`config.mk`:
```
export PLATFORM = sky130hd
export DESIGN_NAME = gpio_irq_detect
export DESIGN_NICKNAME = d
export VERILOG_FILES = /design/src/rtl/gpio_irq_pkg.sv /design/src/rtl/gpio_irq_filter.sv /design/src/rtl/gpio_irq_cell.sv /design/src/rtl/gpio_irq_detect.sv
export SDC_FILE = /design/constraint.sdc
export NUM_CORES = 1
export LEC_CHECK = 0
export BUFFER_PORTS_ARGS = -buffer_cell sky130_fd_sc_hd__buf_4
export CORE_MARGIN = 1
export CORE_UTILIZATION = 45
export CTS_BUF_LIST = sky130_fd_sc_hd__clkbuf_8
export DETAILED_ROUTE_END_ITERATION = 6
export GPL_TIMING_DRIVEN = 1
export PLACE_DENSITY = 0.8
export SLEW_MARGIN = 30
export SYNTH_ARGS = -nofsm -noshare
export SYNTH_HDL_FRONTEND = slang
export SYNTH_SLANG_ARGS = --single-unit
export TNS_END_PERCENT = 30
```
`constraint.sdc`:
```
create_clock -name clk_i -period 1.9 [get_ports clk_i]
set_input_delay 0.19 -clock clk_i [delete_from_list [all_inputs] [get_ports clk_i]]
set_output_delay 0.19 -clock clk_i [all_outputs]
set_load 0.01 [all_outputs]
```
`src/rtl/gpio_irq_pkg.sv`:
```
package gpio_irq_pkg;
  function automatic logic edge_hit(input logic rise, input logic fall,
                                    input logic pol, input logic any);
    if (any) return rise | fall;
    return pol ? rise : fall;
  endfunction
endpackage

```
`src/rtl/gpio_irq_filter.sv`:
```
module gpio_irq_filter #(
  parameter int DB_TICKS = 4
) (
  input  logic clk_i,
  input  logic rst_ni,
  input  logic tick_i,
  input  logic db_en_i,
  input  logic pin_i,
  output logic lvl_o
);
  localparam int CW = (DB_TICKS > 1) ? $clog2(DB_TICKS) : 1;
  localparam logic [CW-1:0] LAST = CW'(DB_TICKS - 1);

  logic [CW-1:0] cnt_q;
  logic          lvl_q;

  always_ff @(posedge clk_i or negedge rst_ni) begin
    if (!rst_ni) begin
      lvl_q <= 1'b0;
      cnt_q <= '0;
    end else if (!db_en_i) begin
      lvl_q <= pin_i;
      cnt_q <= '0;
    end else if (pin_i == lvl_q) begin
      cnt_q <= '0;
    end else if (tick_i) begin
      if (cnt_q == LAST) begin
        lvl_q <= pin_i;
        cnt_q <= '0;
      end else begin
        cnt_q <= cnt_q + 1'b1;
      end
    end
  end

  assign lvl_o = lvl_q;
endmodule

```
`src/rtl/gpio_irq_cell.sv`:
```
module gpio_irq_cell
  import gpio_irq_pkg::*;
(
  input  logic clk_i,
  input  logic rst_ni,
  input  logic lvl_i,
  input  logic edge_mode_i,
  input  logic pol_i,
  input  logic any_i,
  input  logic en_i,
  input  logic eoi_i,
  output logic raw_o
);
  logic prev_q, hit_q;
  logic rise, fall, ev;

  assign rise = lvl_i & ~prev_q;
  assign fall = ~lvl_i & prev_q;
  assign ev   = en_i & edge_mode_i & edge_hit(rise, fall, pol_i, any_i);

  always_ff @(posedge clk_i or negedge rst_ni) begin
    if (!rst_ni) begin
      prev_q <= 1'b0;
      hit_q  <= 1'b0;
    end else begin
      prev_q <= lvl_i;
      // disable wins; a fresh edge outranks the acknowledge
      if (!en_i)      hit_q <= 1'b0;
      else if (ev)    hit_q <= 1'b1;
      else if (eoi_i) hit_q <= 1'b0;
    end
  end

  assign raw_o = en_i & (edge_mode_i ? hit_q : (lvl_i == pol_i));
endmodule

```
`src/rtl/gpio_irq_detect.sv`:
```
module gpio_irq_detect #(
  parameter int NUM_PINS = 32,
  parameter int DB_TICKS = 4
) (
  input  logic                clk_i,
  input  logic                rst_ni,
  input  logic [NUM_PINS-1:0] pin_i,
  input  logic                db_tick_i,
  input  logic [NUM_PINS-1:0] edge_mode_i,
  input  logic [NUM_PINS-1:0] polarity_i,
  input  logic [NUM_PINS-1:0] any_edge_i,
  input  logic [NUM_PINS-1:0] debounce_i,
  input  logic [NUM_PINS-1:0] enable_i,
  input  logic [NUM_PINS-1:0] mask_i,
  input  logic [NUM_PINS-1:0] eoi_i,
  output logic [NUM_PINS-1:0] raw_o,
  output logic [NUM_PINS-1:0] masked_o,
  output logic                irq_o
);
  logic [NUM_PINS-1:0] lvl;
  logic                irq_q;

  for (genvar i = 0; i < NUM_PINS; i++) begin : g_pin
    gpio_irq_filter #(.DB_TICKS(DB_TICKS)) u_filt (
      .clk_i   (clk_i),
      .rst_ni  (rst_ni),
      .tick_i  (db_tick_i),
      .db_en_i (debounce_i[i]),
      .pin_i   (pin_i[i]),
      .lvl_o   (lvl[i])
    );
    gpio_irq_cell u_cell (
      .clk_i       (clk_i),
      .rst_ni      (rst_ni),
      .lvl_i       (lvl[i]),
      .edge_mode_i (edge_mode_i[i]),
      .pol_i       (polarity_i[i]),
      .any_i       (any_edge_i[i]),
      .en_i        (enable_i[i]),
      .eoi_i       (eoi_i[i]),
      .raw_o       (raw_o[i])
    );
  end

  assign masked_o = raw_o & ~mask_i;

  always_ff @(posedge clk_i or negedge rst_ni) begin
    if (!rst_ni) irq_q <= 1'b0;
    else         irq_q <= |masked_o;
  end

  assign irq_o = irq_q;
endmodule

```
Yosys cells after proc, flatten, opt, wreduce, memory -nomap -nowiden:

Cells that the tools add are included.
Widths: inputs -> output; s select.

* bits in registers: 161
* output and inout bits: 65
* logic and storage cells: 1220

* add/subtract/negate cells: 32
* equal/unequal tests: 256
* multiplexer cells: 512
* bitwise gates (word level): 258
* reduce and logical (&&, ||, !) cells: 33

Operators by type and width (count)
* $mux 1: 384
* $mux 2: 128
* $and 1x1->1: 160
* $ne 2x2->1 const B: 64
* $ne 3x1->1 const B: 32
* $ne 3x2->1 const B: 32
* $reduce_and 3->1: 32
* $add 2x1->2 const B: 32
* $eq 1x1->1: 64
* $eq 2x2->1 const B: 32
* $ne 2x1->1 const B: 32
* $not 1->1: 64
* $and 32x32->32: 1
* $not 32->32: 1
* $or 1x1->1: 32
* $reduce_or 32->1: 1

Logic depth before layout (Yosys ltp):

Gate-level depths: netlist (run 1).

* word-level depth: 8
* mapped depth: 6
* mapped depth without buffers: 5

By module:

From an unflattened synthesis (run 1), not the netlist that was laid out.

* cell total of the unflattened synthesis: 940
* area, all modules: 10346.2 um2

By module, submodules not included
* gpio_irq_filter: times used 32, cells an instance 13, area an instance 161.4 um2, sequential area each 75.1 um2
* gpio_irq_cell: times used 32, cells an instance 15, area an instance 148.9 um2, sequential area each 50.0 um2
* gpio_irq_detect: times used 1, cells an instance 44, area an instance 416.6 um2, sequential area each 25.0 um2

Least setup slack after synthesis (run 1):

OpenSTA, ideal clock, no wires.

* path kind: flip-flop to flip-flop
* start point: register g_pin[6].u_filt.lvl_q
* end point: register irq_q, in the netlist irq_o
* setup time: 140 ps
* arrival: 1578 ps
* data required time: 1760 ps
* path slack: 183 ps
* stages on the path, launching flop included: 6
* period minus slack after synthesis: 1717 ps
* path through: dfrtp_1 -> xor2_1 -> o41ai_1 -> or4_1 -> nor4_2 -> nand4_1

* longest elaborated chain between the ends: 5

Ends and longest elaborated chain
* from (decl): line gpio_irq_filter.sv:15 `logic lvl_q;`
* from (signal assigned): line gpio_irq_filter.sv:22 `lvl_q <= pin_i;`
* from (signal assigned): line gpio_irq_filter.sv:28 `lvl_q <= pin_i;`
* $eq 1x1->1: line gpio_irq_cell.sv:34 `assign raw_o = en_i & (edge_mode_i ? hit_q : (lvl_i == pol_i));`
* $mux 1: line gpio_irq_cell.sv:34
* $and 1x1->1: line gpio_irq_cell.sv:34
* $and 32x32->32: line gpio_irq_detect.sv:45 `assign masked_o = raw_o & ~mask_i;`
* net masked_o[6]: line gpio_irq_detect.sv:17 `output logic [NUM_PINS-1:0] masked_o,`
* $reduce_or 32->1: line gpio_irq_detect.sv:49 `else irq_q <= |masked_o;`
* to (signal assigned): line gpio_irq_detect.sv:49
* to (decl): line gpio_irq_detect.sv:21 `logic irq_q;`

The timed path passes the listed nets, and every way through them passes these cells.
A chain may end at the register's enable or synchronous reset.

Worst setup path after layout (run 1):

* start point: register g_pin[6].u_filt.lvl_q
* end point: register irq_q, in the netlist irq_o

* longest elaborated chain between the ends: 5

Ends and longest elaborated chain (line)
* $eq 1x1->1: gpio_irq_cell.sv:34
* $mux 1: gpio_irq_cell.sv:34
* $and 1x1->1: gpio_irq_cell.sv:34
* $and 32x32->32: gpio_irq_detect.sv:45
* $reduce_or 32->1: gpio_irq_detect.sv:49

Every way passes these cells.

==> results.md, run 1 <==
- I/O Buffers: 323
- Worst slew margin: 63.6%
- Critical Setup Path Class: flop to flop
- TritonCTS clock tree: done
- Synthesized cell area: 10000 um^2
- Fin crit period: 1910 ps
- Req. time, crit path: 2220 ps
- Global route overflow: 0
- Largest family of logic cells by synthesized area: simple AND/OR/NAND/NOR gates
- Clock Sinks: 161
- Placed Cells: 1672
- Synth Area per Inst: 9.17 um^2
- Global-route wire length before repair: 43600 um
- P per Cell Area: 614 nW/um^2
- H-tree depth: 4
- Core area: 21800 um^2
- All-Layer GR Usage: 24.2%
- Cell Count, Final, Fillers Out: 1864
- Number of global-route vias before repair: 9648
- # diodes: 0
- Crit path launch type: flop
- Post-synthesis mux area share: 6.78%
- Die Ht: 151 um
- FF/Latch Area: 4050 um^2
- Synth Area in Compound Gates: 10.9%
- Maximum fanout along the worst path: 2
- Ys async rst share: 100%
- Detailed Place HPWL: 19000 um
- Largest cells by area after synthesis: dfrtp_1 (40%), ha_1 (12%), nand2_1 (6.7%)
- Fin util: 68.1%
- CP Capture Type: flop
- Worst Skew: 11.0 ps
- # DRC: 0
- Primary FF master, synth: dfrtp_1
- Synth top area share: 40.2%
- Tot Pwr: 9.12 mW
- Most common cell after layout, fill and taps aside: buf_4
- Worst-Skew Late Latency: 450 ps
- Placed Area: 12700 um^2
- Status: finished with violations
- DIE WIDTH: 151 um
- Drt via density: 5.00
- Yosys reg bits: 161
- VDD IR max: 0.519 mV
- Sequential area share after synthesis: 40.2%
- Area growth syn-to-layout: 48.0%
- Largest net degree at the start of global routing: 55
- Slew Viols, Final: 0
- Final Instance Area: 14900 um^2
- Leakage Power: 7.63 nW
- Clk slew on worst S/H paths: 90 ps
- YS warnings: 0
- Synthesized net count: 1449
- Num CTS Buffers: 17
- Area of the multi-input gates: 5520 um^2
- Max frequency: 523 MHz
- Reg2reg setup slack: -10 ps
- Tcrit/Tclk final: 101%
- Post-synthesis simple-gate area fraction: 18.6%
- Routability Congestion: 0.789
- Final setup fails: 1
- Initial DRC count: 254
- Initial antenna violation count: 1
- Final worst-path setup slack: -13.0 ps
- Site Rows: 54
- Synth Area in XOR/XNOR: 5.59%
- Synthesized instance count: 1094
- Pre-Repair DR Iteration Count: 4
- Max-cap viol count: 0
- DRT antenna net count: 0
- Clock root buffer: clkbuf_8
- Final nets: 1926
- Share of layout cells above drive strength 1: 28.7%
- Area leader, netlist: dfrtp_1
- Most frequent cells in the layout: buf_4 (350), nand2_1 (180), dlygate4sd3_1 (150), dfrtp_1 (146), ha_1 (95)
- Tightest Hold Check Type: primary input to flop
- Slew @ Worst Pin: 545 ps
- Total length of routed wires: 27500 um
- Pre-CTS setup slack: -56.7 ps
- Synth Area in Adders: 12.0%
- Number of synthesized flops with an enable pin: 0
- IO Count: 324
- Vias: 9329
- Distinct cells, synth: 35
- Fillers: 1580
- Final hold vios: 0
- Max clock buf depth: 2
- Routed WL per cell: 14.7 um
- Initial core utilization: 46.0%
- Die area: 22900 um^2
- Violations in the final reports: negative setup slack
- Unrepaired setup endpoints after global routing: true
- Crit path arrival time: 2240 ps
==> logic make-up (layout without fill, tap and decap cells) <==
group,Yosys count,count (layout)
mux,64,64
flops,161,161
xor+xnor,64,64
simple gates,403,403
buf+inv,127,617
compound gates,179,179
fa+ha+maj,96,96
==> power by group <==
part           total (mW)  switching, mW  internal (mW)  leakage [nW]
logic                2.32           1.05           1.27          5.33
registers            3.88          0.210           3.67          2.07
clock network        2.93           1.36           1.56         0.231
==> cell type report <==
class                      instances  area share (%)
multi-input combinational        806            37.1
clock inverter                    15            1.46
clock buffer                      17            1.58
sequential                       161            27.3
tap                              280            2.36
inverter                          82            2.07
timing repair buffer             503            28.1
==> per-stage QoR <==
stage	hold slack (ps)	setup TNS, ps
4_1_cts	0.946	-53.1
3_5_place_dp	196	-56.7
6_report	13.7	-13.0
3_3_place_gp	194	-0.791
2_1_floorplan	-106	0
5_1_grt	21.3	-294
==> synthesized netlist by cell type, types with 2 or more instances <==
| master | number |
|---|---|
| o41ai_1 | 12 |
| mux2i_1 | 32 |
| nor2b_1 | 11 |
| and3_1 | 3 |
| and2_1 | 31 |
| and3b_1 | 4 |
| ha_1 | 96 |
| mux2_2 | 32 |
| inv_1 | 81 |
| nor4_1 | 2 |
| nand2b_1 | 32 |
| nand3b_1 | 2 |
| xor2_1 | 64 |
| a22oi_1 | 3 |
| a21boi_0 | 20 |
| nand2_1 | 180 |
| o21ai_0 | 52 |
| a21oi_1 | 56 |
| dfrtp_1 | 161 |
| and4_1 | 2 |
| buf_4 | 32 |
| buf_2 | 3 |
| or4_1 | 2 |
| o211ai_1 | 32 |
| nand4b_1 | 12 |
| nor2_1 | 88 |
| clkbuf_1 | 9 |
| nor3_1 | 32 |
| a32oi_1 | 2 |
==> state kept, by name (all words and copies together), names as in the netlist <==
| name | cells |
|---|---|
| g_pin.u_cell.prev_q | 32 |
| g_pin.u_filt.cnt_q | 64 |
| g_pin.u_cell.hit_q | 32 |
| irq_o | 1 |
| g_pin.u_filt.lvl_o | 32 |
==> layer usage <==
| metal | global-route usage [%] | part of all wire, % |
|---|---|---|
| met5 | 0 | 0 |
| met4 | 8.15 | 1.8 |
| met2 | 46.4 | 53 |
| met3 | 4.25 | 5.3 |
| met1 | 26.4 | 40 |
==> repair_timing <==
item	4_1_cts	5_1_grt
buffers inserted	4	6
endpoints found under the hold margin	176	0
pin swaps	3	10
gates resized for setup	16	50
endpoints found under the setup margin	17	52
hold buffers	154	0
gates cloned	0	0
==> final timing paths <==
path	from	to	cells after the start
setup / recovery	g_pin[6].u_filt.lvl_o	irq_o	5
hold / removal	eoi_i[10]	g_pin[10].u_cell.hit_q	3
setup reg to reg	g_pin[6].u_filt.lvl_o	irq_o	5
hold reg to reg	g_pin[10].u_filt.lvl_o	g_pin[10].u_cell.prev_q	0
max in group asynchronous	rst_ni	g_pin[12].u_filt.lvl_o	3
min in group asynchronous	rst_ni	g_pin[26].u_filt.lvl_o	2
==> critical path, cell delays in order (launching register included) <==
cell and delay (ps):
dfrtp_1 430, xor2_2 220, o41ai_2 100, or4_1 590
nor4_4 320, nand4_1 120
No activity file was read; power rests on OpenSTA's default activity.
==> inputs of run 2 (changes only) <==
- PLACE_DENSITY: 0.8 -> 0.83
- clock period: 1.9 -> 1.7 ns (I/O delays scaled with it)
==> run 2 against run 1 <==
The flow still finishes with violations (negative setup slack). Via count up 6.7%. Hold slack better by 16 ps. Register-to-register slack worse by 100 ps. Highest routed layer unchanged. Critical endpoint unchanged. Clock power down 3%. Largest power group unchanged. Routed wire length up 19%. Setup slack worse by 100 ps. Core utilization up 3.1 points. Cell area up 4.5%. Flip-flop and latch count unchanged. Non-clock buffer count up 56.
==> results.md, run 2 (synthesis gave the netlist of run 1 again) <==
- Status: finished with violations
- Violations in the final reports: negative setup slack
- Cell Count, Final, Fillers Out: 1922 (+3.1%)
- Total length of routed wires: 32600 um (+19%)
- Req. time, crit path: 2010 ps (-210 ps)
- Tightest Hold Check Type: primary input to flop
- Site Rows: 54 (unchanged)
- DRT antenna net count: 0 (unchanged)
- CP bufs+invs: 0 (unchanged)
- Initial core utilization: 46.0% (unchanged)
- CP top delay family: simple AND/OR/NAND/NOR gates
- Crit path arrival time: 2130 ps (-110 ps)
- Die Ht: 151 um (unchanged)
- TritonCTS clock tree: done
- H-tree depth: 4 (unchanged)
- Die area: 22900 um^2 (unchanged)
- All-Layer GR Usage: 27.2% (+3.0 points)
- VDD IR max: 0.440 mV (-15%)
- Worst setup startpoint: g_pin[8].u_filt.lvl_o
- Final nets: 1982 (+2.9%)
- Routability Congestion: 0.802 (+1.7%)
- Maximum fanout along the worst path: 2 (unchanged)
- Vias: 9958 (+6.7%)
- Num CTS Buffers: 17 (unchanged)
- Detailed Place HPWL: 20200 um (+6.6%)
- Unrepaired setup endpoints after global routing: true
- Leakage Power: 7.92 nW (+3.7%)
- CP Capture Type: flop
- Initial DRC count: 318 (+25%)
- Pre-Repair DR Iteration Count: 5 (+1)
- Largest register FFs: 64 (unchanged)
- I/O Buffers: 323 (unchanged)
- Most common cell after layout, fill and taps aside: buf_4
- # DRC: 0 (unchanged)
- Slew Viols, Final: 0 (unchanged)
- Crit path launch type: flop
- Worst Skew: 18.0 ps (+7.02 ps)
- Initial antenna violation count: 2 (+1)
- DIE WIDTH: 151 um (unchanged)
- Share of layout cells above drive strength 1: 32.0% (+3.3 points)
- Clock Sinks: 161 (unchanged)
- Sw Pwr: 3.21 mW (+22%)
- Largest net degree at the start of global routing: 45 (-18%)
- Global-route wire length before repair: 48100 um (+10%)
- Clk slew on worst S/H paths: 100 ps (about the same)
- Routed WL per cell: 17.0 um (+15%)
- Core area: 21800 um^2 (unchanged)
- Slew @ Worst Pin: 425 ps (-120 ps)
- CP cell instances: xor2_2 > o41ai_2 > or4_4 > nor4_4 > nand4_1
- Fin crit period: 1810 ps (-98.1 ps)
- Final hold vios: 0 (unchanged)
- Max-cap viol count: 0 (unchanged)
- Area growth syn-to-layout: 54.7%
- Hold_sp: edge_mode_i[1]
- IO Count: 324 (unchanged)
- Max clock buf depth: 2 (unchanged)
- Global route overflow: 0 (unchanged)
- Worst-Skew Late Latency: 450 ps (about the same)
- Tcrit/Tclk final: 107% (+6.1 points)
- Final worst-path setup slack: -115 ps (-102 ps)
- R2r startpoint: g_pin[8].u_filt.lvl_o
- P per Cell Area: 652 nW/um^2 (+6.1%)
- Most flops, register: g_pin.u_filt.cnt_q
- Max frequency: 551 MHz (+5.4%)
- Sequential Power Share: 42.5% (about the same)
- Fin util: 71.1% (+3.1 points)
- Drt via density: 5.18 (+3.5%)
- Worst slew margin: 71.3% (+7.7 points)
- Clk pwr share: 28.2% (-3.9 points)
- Critical path's largest stage delay: 550 ps (-40 ps)
- Internal: 6.91 mW (+6.3%)
- Number of global-route vias before repair: 10500 (+8.8%)
- Final setup fails: 19 (+18)
- Gate power share: 29.3% (+3.9 points)
- Slowest-stage cell, CP: or4_4
- Clock root buffer: clkbuf_8
- Critical Setup Path Class: flop to flop
- Most frequent cells in the layout: buf_4 (369), nand2_1 (180), dlygate4sd3_1 (171), dfrtp_1 (149), ha_1 (95)
- Placed Cells: 1688 (+0.96%)
- Sw Share: 31.7% (+3.0 points)
==> run 2: layer usage <==
layer | global-route usage, % | share of wire [%] | vias to the layer above
li1 | - | - | 4726
met1 | 27.5 | 37 | 4732
met2 | 49.9 | 52 | 388
met3 | 7.02 | 6.5 | 112
met4 | 16.0 | 4.9 | 0
met5 | 0 | 0 | -
==> run 2: final timing paths <==
| path | to | slack (ps) | cells past startpoint |
|---|---|---|---|
| min in group asynchronous | g_pin[18].u_cell.prev_q | 200 | 2 |
| max reg2reg | irq_o | -110 | 5 |
| min reg2reg | g_pin[11].u_cell.prev_q | 440 | 0 |
| max | irq_o | -110 | 5 |
| min | g_pin[1].u_cell.hit_q | 30 | 3 |
| max in group asynchronous | g_pin[3].u_filt.lvl_o | 880 | 3 |
==> run 2: cell type report <==
cell class | count | area [um^2]
Timing Repair Buffer | 559 | 4720
Clock inverter | 15 | 146
Inverter | 82 | 308
Clock buffer | 17 | 234
Sequential cell | 161 | 4040
Multi-Input combinational cell | 806 | 5710
Fill cell | 1396 | 6300
Tap cell | 280 | 350
Antenna cell | 2 | 5.00
==> run 2: worst min-delay path: stages <==
cell and delay [ps]:
buf_4 120, o211ai_1 80, a21boi_0 80
==> run 2: power by group through the flow <==
stage / clock [mW] / sequential [mW] / combinational, mW
floorplan: 0 / 4.36 / 1.16
global placement: 0 / 4.35 / 2.18
detailed placement: 0 / 4.37 / 2.26
CTS: 2.92 / 4.29 / 2.71
global route: 3.07 / 4.34 / 3.25
finish: 2.85 / 4.30 / 2.96
==> run 2: what timing repair did <==
action,4_1_cts,5_1_grt
buffers inserted,13,16
resized for setup,57,51
setup endpoints to repair,51,60
pin swaps,22,25
endpoints found under the hold margin,166,0
hold buffers,171,0
==> run 2: stage by stage <==
step	instance area [um^2]	power, mW	setup slack (ps)	hold WS (ps)	TNS (ps)
CTS	15200	9.92	-110	1.09	-1250
finish	15500	10.1	-115	29.7	-761
global route	15500	10.7	-214	13.9	-3870
floorplan	10000	5.51	1.21	-126	0
global placement	12800	6.53	-146	126	-146
detailed placement	12800	6.63	-191	130	-191
